### config.mk
export PLATFORM = sky130hd
export DESIGN_NAME = bl_power_seq
export DESIGN_NICKNAME = d
export VERILOG_FILES = /design/src/rtl/bl_seq_pkg.sv /design/src/rtl/bl_gap_timer.sv /design/src/rtl/bl_status_filter.sv /design/src/rtl/bl_seq_fsm.sv /design/src/rtl/bl_power_seq.sv
export SDC_FILE = /design/constraint.sdc
export NUM_CORES = 1
export LEC_CHECK = 0
export ABC_AREA = 0
export BUFFER_PORTS_ARGS = -buffer_cell sky130_fd_sc_hd__buf_4
export CAP_MARGIN = 20
export CORE_MARGIN = 5
export CORE_UTILIZATION = 65
export DETAILED_ROUTE_END_ITERATION = 7
export GPL_TIMING_DRIVEN = 0
export PLACE_DENSITY = 0.91
export SYNTH_ARGS = -nofsm -noshare
export SYNTH_HDL_FRONTEND = slang
export SYNTH_HIERARCHICAL = 1
export SYNTH_SLANG_ARGS = --single-unit
export TNS_END_PERCENT = 5
### constraint.sdc
create_clock -name clk -period 9.9 [get_ports clk]
set_clock_uncertainty 0.15 [all_clocks]
set_input_delay 0.99 -clock clk [delete_from_list [all_inputs] [get_ports clk]]
set_output_delay 0.99 -clock clk [all_outputs]
set_load 0.02 [all_outputs]
### src/rtl/bl_seq_pkg.sv
package bl_seq_pkg;

  typedef enum logic [2:0] {
    ST_OFF,
    ST_RISE,
    ST_DIM,
    ST_LIT,
    ST_DN_DIM,
    ST_DN_SUP
  } bl_state_e;

  typedef enum logic [1:0] {
    STEP_SUP_DIM,
    STEP_DIM_LAMP,
    STEP_DOWN
  } bl_step_e;

  // Converts a gap in milliseconds to clock cycles, never below one cycle.
  function automatic int unsigned ms_cycles(input int unsigned ms, input int unsigned khz);
    int unsigned c;
    c = ms * khz;
    return (c == 0) ? 1 : c;
  endfunction

endpackage

### src/rtl/bl_gap_timer.sv
module bl_gap_timer #(
  parameter int unsigned W       = 8,
  parameter int unsigned RST_VAL = 0
) (
  input  logic         clk,
  input  logic         rst_n,
  input  logic         load,
  input  logic [W-1:0] load_val,
  output logic         done
);

  logic [W-1:0] cnt_q;
  logic [W-1:0] cnt_d;
  logic         cnt_en;

  always_comb begin
    cnt_en = load | (cnt_q != '0);
    cnt_d  = load ? load_val : (cnt_q - 1'b1);
  end

  always_ff @(posedge clk or negedge rst_n) begin
    if (!rst_n) begin
      cnt_q <= W'(RST_VAL);
    end else if (cnt_en) begin
      cnt_q <= cnt_d;
    end
  end

  assign done = (cnt_q == '0);

endmodule

### src/rtl/bl_status_filter.sv
module bl_status_filter #(
  parameter int unsigned DEB_CYC = 4
) (
  input  logic clk,
  input  logic rst_n,
  input  logic arm,
  input  logic status_ok,
  output logic trip
);

  localparam int unsigned DW   = (DEB_CYC < 2) ? 1 : $clog2(DEB_CYC);
  localparam logic [DW-1:0] LAST = DW'(DEB_CYC - 1);

  logic [DW-1:0] low_q;
  logic [DW-1:0] low_d;
  logic          low_en;
  logic          bad;

  always_comb begin
    bad    = arm & ~status_ok;
    trip   = bad & (low_q == LAST);
    low_en = ~bad | (low_q != LAST);
    low_d  = bad ? (low_q + 1'b1) : '0;
  end

  always_ff @(posedge clk or negedge rst_n) begin
    if (!rst_n) begin
      low_q <= '0;
    end else if (low_en) begin
      low_q <= low_d;
    end
  end

endmodule

### src/rtl/bl_seq_fsm.sv
module bl_seq_fsm
  import bl_seq_pkg::*;
(
  input  logic      clk,
  input  logic      rst_n,
  input  logic      on_req,
  input  logic      mode_ext,
  input  logic      fault_clr,
  input  logic      trip,
  input  logic      step_done,
  input  logic      gap_done,
  input  logic      off_done,
  output bl_state_e state_o,
  output logic      step_load,
  output bl_step_e  step_sel,
  output logic      gap_load,
  output logic      off_load,
  output logic      fault_o,
  output logic      mode_o
);

  bl_state_e state_q, state_d;
  logic      fault_q, fault_d;
  logic      mode_q, mode_d;
  logic      state_en, fault_en, mode_en;

  always_comb begin
    state_d   = state_q;
    fault_d   = fault_q;
    step_load = 1'b0;
    step_sel  = STEP_DOWN;
    gap_load  = 1'b0;
    off_load  = 1'b0;
    unique case (state_q)
      ST_OFF: begin
        if (fault_q) begin
          if (fault_clr) fault_d = 1'b0;
        end else if (on_req) begin
          state_d   = ST_RISE;
          step_load = 1'b1;
          step_sel  = STEP_SUP_DIM;
          gap_load  = 1'b1;
        end
      end
      ST_RISE: begin
        if (!on_req) begin
          state_d   = ST_DN_SUP;
          step_load = 1'b1;
        end else if (step_done) begin
          state_d   = ST_DIM;
          step_load = 1'b1;
          step_sel  = STEP_DIM_LAMP;
        end
      end
      ST_DIM: begin
        if (!on_req) begin
          state_d   = ST_DN_DIM;
          step_load = 1'b1;
        end else if (step_done && gap_done && off_done) begin
          state_d = ST_LIT;
        end
      end
      ST_LIT: begin
        if (trip || !on_req) begin
          state_d   = ST_DN_DIM;
          step_load = 1'b1;
          off_load  = 1'b1;
          if (trip) fault_d = 1'b1;
        end
      end
      ST_DN_DIM: begin
        if (step_done) begin
          state_d   = ST_DN_SUP;
          step_load = 1'b1;
        end
      end
      ST_DN_SUP: begin
        if (step_done) state_d = ST_OFF;
      end
      default: state_d = ST_OFF;
    endcase
    mode_d   = (state_q == ST_OFF) ? mode_ext : mode_q;
    state_en = (state_d != state_q);
    fault_en = (fault_d != fault_q);
    mode_en  = (mode_d != mode_q);
  end

  always_ff @(posedge clk or negedge rst_n) begin
    if (!rst_n) begin
      state_q <= ST_OFF;
      fault_q <= 1'b0;
      mode_q  <= 1'b0;
    end else begin
      if (state_en) state_q <= state_d;
      if (fault_en) fault_q <= fault_d;
      if (mode_en)  mode_q  <= mode_d;
    end
  end

  assign state_o = state_q;
  assign fault_o = fault_q;
  assign mode_o  = mode_q;

endmodule

### src/rtl/bl_power_seq.sv
module bl_power_seq
  import bl_seq_pkg::*;
#(
  parameter int unsigned CLK_KHZ     = 200000,
  parameter int unsigned SUP_DIM_MS  = 30,
  parameter int unsigned DIM_LAMP_MS = 100,
  parameter int unsigned SUP_LAMP_MS = 300,
  parameter int unsigned OFF_MS      = 300,
  parameter int unsigned DOWN_MS     = 10,
  parameter int unsigned DEB_CYC     = 2000
) (
  input  logic clk,
  input  logic rst_n,
  input  logic on_req,
  input  logic mode_ext,
  input  logic status_ok,
  input  logic fault_clr,
  output logic supply_en,
  output logic dim_int_en,
  output logic dim_ext_en,
  output logic lamp_on,
  output logic fault,
  output logic ready
);

  localparam int unsigned SUP_DIM_CYC  = ms_cycles(SUP_DIM_MS, CLK_KHZ);
  localparam int unsigned DIM_LAMP_CYC = ms_cycles(DIM_LAMP_MS, CLK_KHZ);
  localparam int unsigned SUP_LAMP_CYC = ms_cycles(SUP_LAMP_MS, CLK_KHZ);
  localparam int unsigned OFF_CYC      = ms_cycles(OFF_MS, CLK_KHZ);
  localparam int unsigned DOWN_CYC     = ms_cycles(DOWN_MS, CLK_KHZ);
  localparam int unsigned MAX_A = (SUP_DIM_CYC > DIM_LAMP_CYC) ? SUP_DIM_CYC : DIM_LAMP_CYC;
  localparam int unsigned MAX_B = (SUP_LAMP_CYC > OFF_CYC) ? SUP_LAMP_CYC : OFF_CYC;
  localparam int unsigned MAX_C = (MAX_A > MAX_B) ? MAX_A : MAX_B;
  localparam int unsigned MAXC  = (MAX_C > DOWN_CYC) ? MAX_C : DOWN_CYC;
  localparam int unsigned CW    = $clog2(MAXC + 1);
  localparam int unsigned NT    = 3;   // 0: step, 1: supply-to-lamp, 2: off time
  localparam int unsigned T_STEP = 0;
  localparam int unsigned T_GAP  = 1;
  localparam int unsigned T_OFF  = 2;

  bl_state_e      state;
  bl_step_e       step_sel;
  logic           step_load, gap_load, off_load;
  logic           trip, mode_q, dim_on;
  logic [NT-1:0]  tmr_load;
  logic [NT-1:0]  tmr_done;
  logic [CW-1:0]  tmr_val [NT];

  // Reload value of the shared step timer, chosen by the step being entered.
  always_comb begin
    unique case (step_sel)
      STEP_SUP_DIM:  tmr_val[T_STEP] = CW'(SUP_DIM_CYC - 1);
      STEP_DIM_LAMP: tmr_val[T_STEP] = CW'(DIM_LAMP_CYC - 1);
      default:       tmr_val[T_STEP] = CW'(DOWN_CYC - 1);
    endcase
    tmr_val[T_GAP]  = CW'(SUP_LAMP_CYC - 1);
    tmr_val[T_OFF]  = CW'(OFF_CYC - 1);
    tmr_load[T_STEP] = step_load;
    tmr_load[T_GAP]  = gap_load;
    tmr_load[T_OFF]  = off_load;
  end

  // The off timer comes out of reset already loaded, so the first
  // lamp-on after reset waits for the full off time.
  for (genvar gi = 0; gi < NT; gi++) begin : g_tmr
    bl_gap_timer #(
      .W       (CW),
      .RST_VAL ((gi == T_OFF) ? (OFF_CYC - 1) : 0)
    ) u_tmr (
      .clk      (clk),
      .rst_n    (rst_n),
      .load     (tmr_load[gi]),
      .load_val (tmr_val[gi]),
      .done     (tmr_done[gi])
    );
  end

  bl_status_filter #(
    .DEB_CYC (DEB_CYC)
  ) u_filt (
    .clk       (clk),
    .rst_n     (rst_n),
    .arm       (lamp_on),
    .status_ok (status_ok),
    .trip      (trip)
  );

  bl_seq_fsm u_fsm (
    .clk       (clk),
    .rst_n     (rst_n),
    .on_req    (on_req),
    .mode_ext  (mode_ext),
    .fault_clr (fault_clr),
    .trip      (trip),
    .step_done (tmr_done[T_STEP]),
    .gap_done  (tmr_done[T_GAP]),
    .off_done  (tmr_done[T_OFF]),
    .state_o   (state),
    .step_load (step_load),
    .step_sel  (step_sel),
    .gap_load  (gap_load),
    .off_load  (off_load),
    .fault_o   (fault),
    .mode_o    (mode_q)
  );

  always_comb begin
    supply_en  = (state != ST_OFF);
    dim_on     = (state == ST_DIM) || (state == ST_LIT) || (state == ST_DN_DIM);
    dim_int_en = dim_on & ~mode_q;
    dim_ext_en = dim_on & mode_q;
    lamp_on    = (state == ST_LIT);
    ready      = lamp_on & ~fault;
  end

endmodule

==> results.ini, run 1 <==
[yosys]
ys_seq_area_share_pct=41.5
syn_inst=638
ys.flop_type=dfrtp_1
syn-cell-area_um2=5720
synth_cell_types=63
synth-seq-cells=94
yosysWarnings=6
async_flop_share_pct=100
synth.area.top_cells=dfrtp_1 34%, dfstp_2 7.8%, nand2_1 6.4%
synth_area_leader_cell=dfrtp_1
synth_top_area_share_pct=33.7
synth_edf_count=0
synth.avg_cell_area_um2=8.96

[timing]
hold_slack_ps=398
finalHoldViolations=0
worst_pin_slew_ps=775
max_freq_mhz=247
slew_headroom_pct=47.9
setup-violations-final=0
slew_violations=0
min_period_ps=4050
setup_tns_ps=0
finalWorstSetupSlack_ps=5850
fin_crit_sh_pct=40.9
grt_setup_unrepaired=no

[clocking]
cts_buffers=9
clk_latency_ps=370
cts_root_buffer=clkbuf_8
post-cts-setup-buffer-count=0
cts-resized-gates=0
clockBufferDepth=2
htreeDepth=3
clock_sinks=94
cts_tree=done
clkTransAtPathRegs_ps=100
holdBufCountCts=0

[worst_setup_path]
crit_fanout=10
cp_common_cell=clkbuf_1
cp.depth=13
crit_type=reg2reg
critPathLaunchType=register
cp_data_required_time_ps=10030
worst_path_max_delay_cell=o31ai_1
cp.buffers_inverters=4
slowest_delay_ps=630
rr_worst_depth=13
endpoint_kind=register
path_cells=inv_1 -> ha_1 -> or4b_1 -> buf_2 -> nor4_1 -> and3_1 -> nand2b_1 -> a21oi_1 -> o31ai_1 -> clkbuf_1 -> clkbuf_1 -> nand2_1 -> o21ai_0
path_delay_family=simple AND/OR/NAND/NOR gates
cp.arrival_ps=4180

[route]
first_pass_iters=5
viasPerCell=5.97
drcViolationCount=0
ant_nets=0
wirelength_um=12900
num_vias=5003
routedWlPerCell_um=15.4
drt_iter0_markers=313

[global_routing]
track_usage_pct=24.4
grt_pass1_wl_um=22300
antenna_found_initial=0
grt_overflow=0
grt_max_degree=49
grt_pass1_vias=4875

[cells_and_area]
drive_gt1_share_pct=13.4
fin_area_um2=6420
final_common_cell=nand2_1
layout.cells.non_filler=838
post-route-util_pct=74.4
fill_cells=618
final_cell_mix=98 x nand2_1, 77 x dfrtp_1, 66 x conb_1
antenna_cells=0
final_nets=735
syn_to_final_growth_pct=12.3

[pwr]
p_per_area_nw_per_um2=208
switchingPower_uw=480
combPwrFrac_pct=28.7
finalPower_mw=1.33
ir_drop_mv=0.153
leakage_nw=2.46
swShare_pct=36.0
clkPwrFrac_pct=21.5
internal-power_uw=854
pwr-share-seq_pct=49.8

[worst_hold_path]
hold_class=reg2reg
holdPathStages=1

[floorplanning]
die_area_um2=10800
num_rows=34
dieHeight_um=104
start_util_pct=66.2
design.core.area_um2=8640
chipWidth_um=104
ioPinCount=12

[placed_design]
gp_congestion=0.897
dp_slack_ps=5840
placed_area_um2=6200
port_buffers=11
dp_cells=822
post-dp-hpwl_um=9050

[flow_run]
cap_viol_max_count=0

[outcome]
run_status=finished clean

## routing by layer
| layer | part of all wire, % | GRT usage [%] | wire (µm) | up-vias |
|---|---|---|---|---|
| li1 | - | - | - | 2396 |
| met1 | 42 | 30.5 | 5410 | 2402 |
| met2 | 51 | 43.0 | 6620 | 171 |
| met3 | 5.0 | 3.54 | 653 | 34 |
| met4 | 1.9 | 8.33 | 252 | 0 |
| met5 | 0 | 0 | 0 | - |
## final timing paths
kind | slack (ps) | to | startpoint
worst max-delay path | 5850 | g_tmr[0].u_tmr/cnt_q[13]$_DFFE_PN0P_ | g_tmr[0].u_tmr/cnt_q[0]$_DFFE_PN0P_
worst min-delay path | 400 | u_fsm/mode_o$_DFFE_PN0P_ | u_fsm/mode_o$_DFFE_PN0P_
worst max register to register | 5850 | g_tmr[0].u_tmr/cnt_q[13]$_DFFE_PN0P_ | g_tmr[0].u_tmr/cnt_q[0]$_DFFE_PN0P_
worst min register to register | 400 | u_fsm/mode_o$_DFFE_PN0P_ | u_fsm/mode_o$_DFFE_PN0P_
max in group asynchronous | 8420 | g_tmr[2].u_tmr/cnt_q[24]$_DFFE_PN1P_ | rst_n
min in group asynchronous | 480 | u_fsm/fault_o$_DFFE_PN0P_ | rst_n
## area by class of cell
cell class              instances  area, µm²  share of cell area (%)
multi-input cells             561       3360                    52.3
flip-flops and latches         94       2370                    37.0
plain buffers                  30        160                    2.49
well taps                     108        135                    2.10
clock buffers                   9        124                    1.93
repair buffers                 12        110                    1.71
clock inverters                 7       95.1                    1.48
inverters                      17       63.8                   0.994
## worst register-to-register path: stages, from the launching register on
cell and delay [ps]:
dfrtp_1 380, inv_1 90, ha_1 200, or4b_1 430, buf_2 170, nor4_1 250
and3_1 320, nand2b_1 140, a21oi_1 80, o31ai_1 630, clkbuf_1 430, clkbuf_1 420
nand2_1 150, o21ai_0 120
## state kept, by name (all words and copies together), names as in the netlist
register,count
u_fsm/state_o,3
g_tmr.u_tmr/cnt_q,78
u_fsm/mode_o,1
u_filt/low_q,11
u_fsm/fault_o,1
## cell families after synthesis
group,count (synthesis),synth area share [%]
AOI/OAI and AO/OA,118,13.3
and+or+nand+nor,302,28.8
muxes,20,3.65
buffers and inverters,47,3.92
adders and majority gates,4,0.875
other,2,0.131
DFF,94,41.5
xor gates and xnor gates,51,7.81
## power by group through the flow
stage	Clock [mW]	Sequential, mW	Combinational, mW
after floorplan	0	0.633	0.301
after global placement	0	0.655	0.350
after detailed placement	0	0.665	0.376
after CTS	0.290	0.660	0.382
after global routing	0.306	0.683	0.428
final	0.287	0.664	0.384
## cells in the mapped netlist (7+ instances only)
library cell,number
dfstp_2,17
or4_1,7
nor4_1,18
nand3_1,20
or3_1,17
nand4_1,11
nor2_1,40
mux2_2,7
clkbuf_1,11
buf_2,12
o31ai_1,20
nor2b_1,9
nand2_1,98
inv_1,14
nor3_1,28
dfrtp_1,77
o21ai_0,38
xor2_1,18
or4b_1,9
xnor2_1,33
a21oi_1,19
mux2i_1,13
Power figures use the tool's default switching activity.
==> run 2: changes to the inputs <==
- ABC_AREA: 0 -> 1
- CORE_UTILIZATION: 65 -> 58
- PLACE_DENSITY: 0.91 -> 0.86
- clock period: 9.9 -> 3.62 ns (I/O delays scaled with it)
==> run 2 against run 1 <==
Sequential share of layout area shrank 6.3 points. Worst hold slack lost 310 ps. Synthesized cell count grew 56%. Setup slack lost 5600 ps. Critical path depth grew 5. Non-clock buffer count shrank 8. Fmax grew 21%. Via count grew 28%. Critical path type unchanged. Largest cell class unchanged.
==> results.ini, run 2 <==
[cells_and_area]
fill_cells=970
ff_latch_area_um2=2370
antenna_cells=0
multi_input_area_um2=4190
final_common_cell=nand2_1
final_nets=1091
drive_gt1_share_pct=16.8
largest_reg_flops=78
final_cell_mix=276 x nand2_1, 148 x nor2_1, 105 x inv_1
syn_to_final_growth_pct=12.7
layout.cells.non_filler=1229
top_register=g_tmr.u_tmr/cnt_q

[worst_setup_path]
cp_data_required_time_ps=3760
slowest_delay_ps=380
cp.buffers_inverters=6
crit_fanout=10
critPathLaunchType=register
path_delay_family=simple AND/OR/NAND/NOR gates
cp_common_cell=inv_1
crit_type=reg2reg
path_cells=inv_1 -> ha_1 -> nand2_2 -> nor2_8 -> nand3_1 -> nor2_1 -> nand3_1 -> inv_1 -> inv_1 -> nor2_1 -> nor2_1 -> nand2_1 -> buf_2 -> buf_2 -> nand2_1 -> o21ai_0 -> nand2_1 -> inv_1
worst_path_max_delay_cell=dfrtp_1
cp.arrival_ps=3480
endpoint_kind=register

[placed_design]
dp_cells=1212
port_buffers=11
post-dp-hpwl_um=11800
dp_slack_ps=100
gp_congestion=0.941

[pwr]
ir_drop_mv=0.333
pwr-share-seq_pct=42.5
combPwrFrac_pct=27.2
leakage_nw=3.64
swShare_pct=34.6
clkPwrFrac_pct=30.3
p_per_area_nw_per_um2=444
internal-power_mw=2.25
finalPower_mw=3.44
switchingPower_mw=1.19

[timing]
finalWorstSetupSlack_ps=279
setup-violations-final=0
slew_headroom_pct=62.5
finalHoldViolations=0
fin_crit_sh_pct=92.3
max_freq_mhz=299
hold_slack_ps=88.5
worst_pin_slew_ps=562
grt_setup_unrepaired=no
min_period_ps=3340
setup_tns_ps=0
slew_violations=0

[yosys]
synth-seq-cells=94
async_flop_share_pct=100
ys_seq_area_share_pct=34.5
post-synth-top-count-cell=nand2_1
synth_area_leader_cell=dfrtp_1
syn-cell-area_um2=6880
synth_cell_types=34
ys_top_cells_by_count=276 x nand2_1, 148 x nor2_1, 105 x inv_1
yosysWarnings=6
synth_edf_count=0
synth.area.top_cells=dfrtp_1 28%, nand2_1 15%, nor2_1 8.1%
synth_top_area_share_pct=28.0
synth.avg_cell_area_um2=6.93
syn_inst=993
ys.flop_type=dfrtp_1

[floorplanning]
design.core.area_um2=11500
start_util_pct=59.8
dieHeight_um=119
die_area_um2=14100
num_rows=39
ioPinCount=12
chipWidth_um=119

[clocking]
clkTransAtPathRegs_ps=70
cts_buffers=9
cts_tree=done
htreeDepth=3
clk_latency_ps=360
clock_sinks=94
cts_root_buffer=clkbuf_16
clockBufferDepth=2
post-cts-setup-buffer-count=0

[route]
viasPerCell=5.20
top_layer=met4
routed-wl-met2_um=7570
routedWlPerCell_um=13.0
drcViolationCount=0
ant_nets=0
num_vias=6395
met1_length_um=7160
drt_iter0_markers=495
first_pass_iters=5
wirelength_um=15900
wl_met3_um=860

[global_routing]
grt_overflow=0
grt_pass1_vias=6011
grt_pass1_wl_um=27500
track_usage_pct=23.5
grt_max_degree=66
antenna_found_initial=0

[flow_run]
cap_viol_max_count=0

[worst_hold_path]
hold_class=in2reg

[outcome]
run_status=finished clean

==> run 2: power by group through the flow <==
stage                     Sequential (mW)  Clock [mW]  Combinational, mW
final                                1.47        1.04              0.936
after global routing                 1.49        1.10               1.06
after CTS                            1.46        1.07              0.930
after detailed placement             1.48           0              0.918
after global placement               1.47           0              0.882
after floorplan                      1.43           0              0.761
==> run 2: final cells by class <==
cell class / instances / share of cell area [%]
Sequential cell: 94 / 30.6
Timing Repair Buffer: 13 / 1.55
Tap cell: 143 / 2.31
Clock buffer: 11 / 3.13
Clock inverter: 5 / 1.07
Inverter: 112 / 5.52
Multi-Input combinational cell: 830 / 54.0
Buffer: 21 / 1.79
==> run 2: logic make-up after synthesis <==
logic type / count (synthesis) / synth area share, %
buffers and inverters: 133 / 8.22
adder cells (fa/ha/maj): 4 / 0.727
AND/OR/NAND/NOR: 637 / 44.3
other: 2 / 0.109
XOR/XNOR: 25 / 3.18
AO/OA/AOI/OAI: 98 / 9.00
flip-flops: 94 / 34.5
==> run 2: worst register-to-register path, stage by stage (launching register included) <==
cell and delay, ps:
dfrtp_1 380, inv_1 120, ha_1 260, nand2_2 150, nor2_8 200, nand3_1 170
nor2_1 160, nand3_1 150, inv_1 180, inv_1 100, nor2_1 110, nor2_1 50
nand2_1 210, buf_2 260, buf_2 270, nand2_1 90, o21ai_0 110, nand2_1 90
inv_1 70
==> run 2: through the flow <==
stage / area, µm² / util, %
after CTS: 7750 / 67.3
after global routing: 7750 / 67.3
after floorplan: 7120 / -
after detailed placement: 7410 / 64.4
final: 7750 / 67.3
after global placement: 7380 / 64.1
==> run 2: final timing paths <==
kind	from	end	slack, ps	cells after the start
min in group asynchronous	rst_n	g_tmr[2].u_tmr/cnt_q[18]$_DFFE_PN0P_	330	2
worst max-delay path	g_tmr[0].u_tmr/cnt_q[0]$_DFFE_PN0P_	g_tmr[0].u_tmr/cnt_q[8]$_DFFE_PN0P_	280	18
worst min register to register	u_fsm/mode_o$_DFFE_PN0P_	u_fsm/mode_o$_DFFE_PN0P_	350	2
max in group asynchronous	rst_n	g_tmr[2].u_tmr/cnt_q[25]$_DFFE_PN1P_	2310	3
worst max register to register	g_tmr[0].u_tmr/cnt_q[0]$_DFFE_PN0P_	g_tmr[0].u_tmr/cnt_q[8]$_DFFE_PN0P_	280	18
worst min-delay path	mode_ext	u_fsm/mode_o$_DFFE_PN0P_	90	3
==> run 2: repair_timing <==
action,4_1_cts,5_1_grt
hold buffers,1,0
resized for setup,0,3
setup endpoints to repair,0,14
hold endpoints to repair,24,0
==> run 2: metal layers <==
metal  vias to the layer above  GRT usage (%)
met5                         -              0
met4                         0           9.05
met3                        31           4.31
met2                       175           39.8
met1                      2925           30.0
li1                       3264              -
